==> config.mk <==
export PLATFORM = sky130hd
export DESIGN_NAME = bus_counter16
export DESIGN_NICKNAME = d
export VERILOG_FILES = /design/src/rtl/bus_counter16.sv
export SDC_FILE = /design/constraint.sdc
export NUM_CORES = 1
export LEC_CHECK = 0
export ABC_AREA = 0
export BUFFER_PORTS_ARGS = -buffer_cell sky130_fd_sc_hd__clkbuf_2
export CORE_MARGIN = 2
export CORE_UTILIZATION = 53
export DETAILED_ROUTE_END_ITERATION = 16
export PLACE_DENSITY_LB_ADDON = 0.3
export SYNTH_ARGS = -nofsm -noshare
export SYNTH_HDL_FRONTEND = slang
export SYNTH_SLANG_ARGS = --single-unit
export TNS_END_PERCENT = 10
==> constraint.sdc <==
create_clock -name clk -period 2.16 [get_ports clk]
set_input_delay 0.432 -clock clk [delete_from_list [all_inputs] [get_ports clk]]
set_output_delay 0.432 -clock clk [all_outputs]
set_load 0.005 [all_outputs]
==> src/rtl/bus_counter16.sv <==
module bus_counter16 #(
  parameter int DW = 8
) (
  input  logic          clk,
  input  logic          rst_n,
  input  logic          bus_addr,
  input  logic          bus_rd,
  input  logic          bus_wr,
  input  logic [DW-1:0] bus_wdata,
  output logic [DW-1:0] bus_rdata,
  input  logic [2:0]    src_sel,
  input  logic          ext_in,
  input  logic          mode_down,
  input  logic          mode_clear,
  input  logic          wrap_clr,
  output logic          at_max,
  output logic          at_zero,
  output logic          wrap_flag
);
  localparam int CW    = 2 * DW;
  localparam int PRE_W = 10;

  logic [CW-1:0]    cnt_q;
  logic [DW-1:0]    hold_q;
  logic [PRE_W-1:0] pre_q;
  logic [2:0]       sync_q;
  logic             tick, wr_lo, wr_hi, rd_lo, up_wrap;

  assign wr_lo = bus_wr && !bus_addr;
  assign wr_hi = bus_wr &&  bus_addr;
  assign rd_lo = bus_rd && !bus_addr;

  always_ff @(posedge clk or negedge rst_n)
    if (!rst_n) begin
      pre_q  <= '0;
      sync_q <= '0;
    end else begin
      pre_q  <= pre_q + 1'b1;
      sync_q <= {sync_q[1:0], ext_in};
    end

  always_comb
    case (src_sel)
      3'd1:    tick = 1'b1;
      3'd2:    tick = &pre_q[2:0];
      3'd3:    tick = &pre_q[5:0];
      3'd4:    tick = &pre_q[7:0];
      3'd5:    tick = &pre_q[9:0];
      3'd6:    tick = !sync_q[1] &&  sync_q[2];
      3'd7:    tick =  sync_q[1] && !sync_q[2];
      default: tick = 1'b0;
    endcase

  assign up_wrap = tick && !wr_lo && !mode_clear && !mode_down && at_max;

  always_ff @(posedge clk or negedge rst_n)
    if (!rst_n) begin
      cnt_q <= '0;
    end else if (wr_lo) begin
      cnt_q <= {hold_q, bus_wdata};
    end else if (tick) begin
      if (mode_clear)     cnt_q <= '0;
      else if (mode_down) cnt_q <= cnt_q - 1'b1;
      else                cnt_q <= cnt_q + 1'b1;
    end

  always_ff @(posedge clk or negedge rst_n)
    if (!rst_n)     hold_q <= '0;
    else if (wr_hi) hold_q <= bus_wdata;
    else if (rd_lo) hold_q <= cnt_q[CW-1:DW];

  always_ff @(posedge clk or negedge rst_n)
    if (!rst_n)        wrap_flag <= 1'b0;
    else if (up_wrap)  wrap_flag <= 1'b1;
    else if (wrap_clr) wrap_flag <= 1'b0;

  assign bus_rdata = bus_addr ? hold_q : cnt_q[DW-1:0];
  assign at_max    = &cnt_q;
  assign at_zero   = ~|cnt_q;

  AST_TEMP_ON_LOW_READ: assert property (@(posedge clk) disable iff (!rst_n)
    rd_lo && !wr_hi |=> hold_q == $past(cnt_q[CW-1:DW]));
  AST_LOW_WRITE_LOADS: assert property (@(posedge clk) disable iff (!rst_n)
    wr_lo |=> cnt_q == {$past(hold_q), $past(bus_wdata)});
  AST_STOPPED_HOLDS: assert property (@(posedge clk) disable iff (!rst_n)
    src_sel == 3'd0 && !bus_wr |=> $stable(cnt_q));
  AST_UP_STEP: assert property (@(posedge clk) disable iff (!rst_n)
    tick && !bus_wr && !mode_clear && !mode_down |=> cnt_q == $past(cnt_q) + 1'b1);
  AST_WRAP_SETS: assert property (@(posedge clk) disable iff (!rst_n)
    $past(at_max) && at_zero && $past(tick && !bus_wr && !mode_down && !mode_clear) |-> wrap_flag);
  AST_WRAP_STICKY: assert property (@(posedge clk) disable iff (!rst_n)
    wrap_flag && !wrap_clr |=> wrap_flag);
endmodule

==> reports/summary.md <==
Worst setup path
- crit-path most repeated cell: sky130_fd_sc_hd__o211ai_1
- critical path endpoint category: flop
- Critical Path RT: 2370 ps
- list of cells traversed by the critical path: ha_4 -> a211oi_4 -> o21ai_1 -> o211ai_1 -> a21boi_1 -> or4b_1 -> o211ai_1
- CP Max Fanout: 3
- worst setup path category: reg2reg
- crit-path max cell delay: 530 ps
- Data arrival, critical path: 2350 ps
- buffers plus inverters on the worst setup path: 0
- cell type of the slowest stage on the worst timing path: sky130_fd_sc_hd__or4b_1
- Largest delay share family, worst path: compound AO/OA/AOI/OAI gates
- startpoint class of the critical path: flop

Clocking
- Sink Count: 38
- maximum buffer depth of the clock tree: 2
- clock slew at reported path FFs: 80 ps
- Clk Latency, worst-skew pair: 290 ps
- clk root buf: sky130_fd_sc_hd__clkbuf_8
- TritonCTS clock tree: built
- maximum level of the CTS H-tree: 2
- clock buffer count from CTS: 5
- Hold Buf Count CTS: 0

Synthesis
- cell area after synthesis: 2780 sq um
- part of the Yosys area used for sequential elements: 34.3%
- portion of synthesized cell area occupied by the leading cell type: 34.3%
- post-synthesis average cell area: 9.44 sq um
- most area-hungry cell type in the Yosys netlist: sky130_fd_sc_hd__dfrtp_1
- post-synthesis net count: 331
- top flip-flop cell by instance count after synthesis: sky130_fd_sc_hd__dfrtp_1
- Syn Inst Count: 294
- largest cells by area after synthesis: sky130_fd_sc_hd__dfrtp_1, sky130_fd_sc_hd__ha_1, sky130_fd_sc_hd__a21oi_1
- fraction of registers with async set or reset after synthesis: 100%
- register bit total from synthesis: 38
- count of flip-flops with a built-in enable after synthesis: 0
- number of different library cells in the post-synthesis netlist: 62
- count of warnings emitted by yosys: 0

Route
- vias: 2,733
- DRC violation count after routing: 0
- post-DR vias/cell: 6.05
- number of nets with antenna violations after detailed routing: 0
- total routed wirelength: 7940 microns
- met2 WL: 3660 microns
- per-cell routed wire length: 17.6 microns
- number of DRC markers after the initial detailed-route iteration: 335
- top metal layer carrying routed signals: met4
- total routed wire length on the met1 layer: 3460 microns
- amount of wire on met3 after detailed routing: 622 microns
- number of iterations in the first detailed-routing pass: 5

Timing
- Final WS setup: 17.3 ps
- RSZ-0062 raised after global routing: true
- worst slew margin relative to its limit: 67.4%
- worst hold slack after final layout: 173 ps
- setup total negative slack: 0 ps
- final period demand of the worst path: 2140 ps
- crit share post-route: 99.2%
- clk_skew: 3.06 ps
- maximum achievable frequency: 0.467 GHz
- max-slew violation count: 0
- slew at the pin closest to its max-slew limit: 489 ps
- Final Hold Fails: 0
- Setup-failing EPs final: 0

Outcome
- result of the run: completed

Floorplan
- Core Area: 5070 sq um
- overall die area: 5830 sq um
- Boundary Pins: 31
- Core Rows: 26
- starting density of the core: 54.7%
- vertical die dimension: 76.4 microns
- die outline width: 76.4 microns

Final layout
- share of post-route cells with drive strength above 1: 35.3%
- area growth from synthesis to layout: 32.8%
- commonest non-fill, non-tap cell in the layout: sky130_fd_sc_hd__buf_4
- antenna diode instance count: 0
- final non-filler cell total: 452
- number of nets in the finished design: 418
- top library cells by usage in the layout, fill and taps aside: sky130_fd_sc_hd__buf_4, sky130_fd_sc_hd__dfrtp_1, sky130_fd_sc_hd__clkbuf_2

Pwr
- Peak VDD IR: 0.431 mV
- Pleak: 1.68 nW
- power per unit of standard cell area: 786 nW/um^2

GRT
- number of global-route vias before repair: 2,592
- Remaining Overflow, GRT: 0
- number of antenna violations at the first check in global routing: 0
- maximum number of pins on one net before global-route repair: 39
- Tot GR Track Use: 27.5%
- global-route wire length before repair: 12,700 microns

Placed design
- # port buffers: 30
- worst slack at placement: -410 ps
- DP HPWL: 5820 microns
- gp weighted congestion: 0.882
- number of placed instances, taps included: 441

Worst hold path
- type of the most critical hold path: in2async

Run
- max-cap viol count: 0

per-layer routing:
metal	up-vias	track usage (%)
met5	-	0
met3	28	6.64
li1	1279	-
met4	0	7.27
met2	126	43.4
met1	1300	38.0
power breakdown:
group          internal, W  switching (W)  leakage, nW  total (W)
clock             0.000463       0.000262       0.0683   0.000725
sequential        0.000796      0.0000960        0.461   0.000892
combinational     0.000649       0.000632         1.15    0.00128
total              0.00191       0.000990         1.68    0.00290
stage by stage:
step | util (%) | power, W | area (sq um)
floorplan | - | 0.00154 | 2780
global placement | 67.1 | 0.00202 | 3400
detailed placement | 67.1 | 0.00206 | 3400
CTS | 70.6 | 0.00280 | 3580
global route | 72.6 | 0.00306 | 3690
finish | 72.6 | 0.00290 | 3690
layout make-up:
cell class | instances | area (sq um)
repair buffers | 92 | 622
clock buffers | 5 | 68.8
fillers | 368 | 1390
multi-input cells | 235 | 1850
clock inverters | 3 | 68.8
inverters | 9 | 33.8
well taps | 70 | 87.6
flip-flops and latches | 38 | 952
repair_timing:
action | in CTS | in global routing
hold endpoints to repair | 0 | 0
setup buffers | 1 | 2
pin swaps | 3 | 10
setup endpoints to repair | 4 | 12
resized for setup | 5 | 15
final timing paths:
kind	startpoint	end	slack, ps	cells after the start
max	cnt_q[1]	cnt_q[15]	20	7
min	rst_n	hold_q[4]	170	2
max reg2reg	cnt_q[1]	cnt_q[15]	20	7
min reg2reg	sync_q[0]	sync_q[1]	360	0
max in group asynchronous	rst_n	cnt_q[1]	1610	2
min in group clk	ext_in	sync_q[0]	240	1
synth_stat cells (5+ instances only):
| master | number |
|---|---|
| sky130_fd_sc_hd__and3_1 | 6 |
| sky130_fd_sc_hd__nor2_1 | 11 |
| sky130_fd_sc_hd__a211oi_1 | 11 |
| sky130_fd_sc_hd__nor2b_1 | 9 |
| sky130_fd_sc_hd__nand2_1 | 20 |
| sky130_fd_sc_hd__mux2_2 | 8 |
| sky130_fd_sc_hd__dfrtp_1 | 38 |
| sky130_fd_sc_hd__ha_1 | 16 |
| sky130_fd_sc_hd__xor2_1 | 7 |
| sky130_fd_sc_hd__o21ai_1 | 6 |
| sky130_fd_sc_hd__o21ai_0 | 5 |
| sky130_fd_sc_hd__a21oi_1 | 26 |
| sky130_fd_sc_hd__clkbuf_1 | 6 |
| sky130_fd_sc_hd__nor4_1 | 7 |
| sky130_fd_sc_hd__nand3_1 | 6 |
| sky130_fd_sc_hd__mux2i_1 | 8 |
| sky130_fd_sc_hd__xnor2_1 | 12 |
| sky130_fd_sc_hd__o211ai_1 | 5 |
| sky130_fd_sc_hd__a31oi_1 | 5 |
| sky130_fd_sc_hd__a21o_1 | 6 |
| sky130_fd_sc_hd__inv_1 | 9 |
flip-flops by register name (all words and copies together) (netlist names):
| name | flops |
|---|---|
| sync_q | 3 |
| hold_q | 8 |
| pre_q | 10 |
| wrap_flag | 1 |
| cnt_q | 16 |
cell families (layout without fill, tap and decap cells):
family,Yosys count,after routing,synth area share [%]
compound gates,95,95,23.8
xor+xnor,19,19,6.00
mux,16,16,6.13
buf+inv,21,109,3.07
flops,38,38,34.3
simple gates,88,88,18.8
fa+ha+maj,17,17,7.94
(Power assumes the default switching activity.)
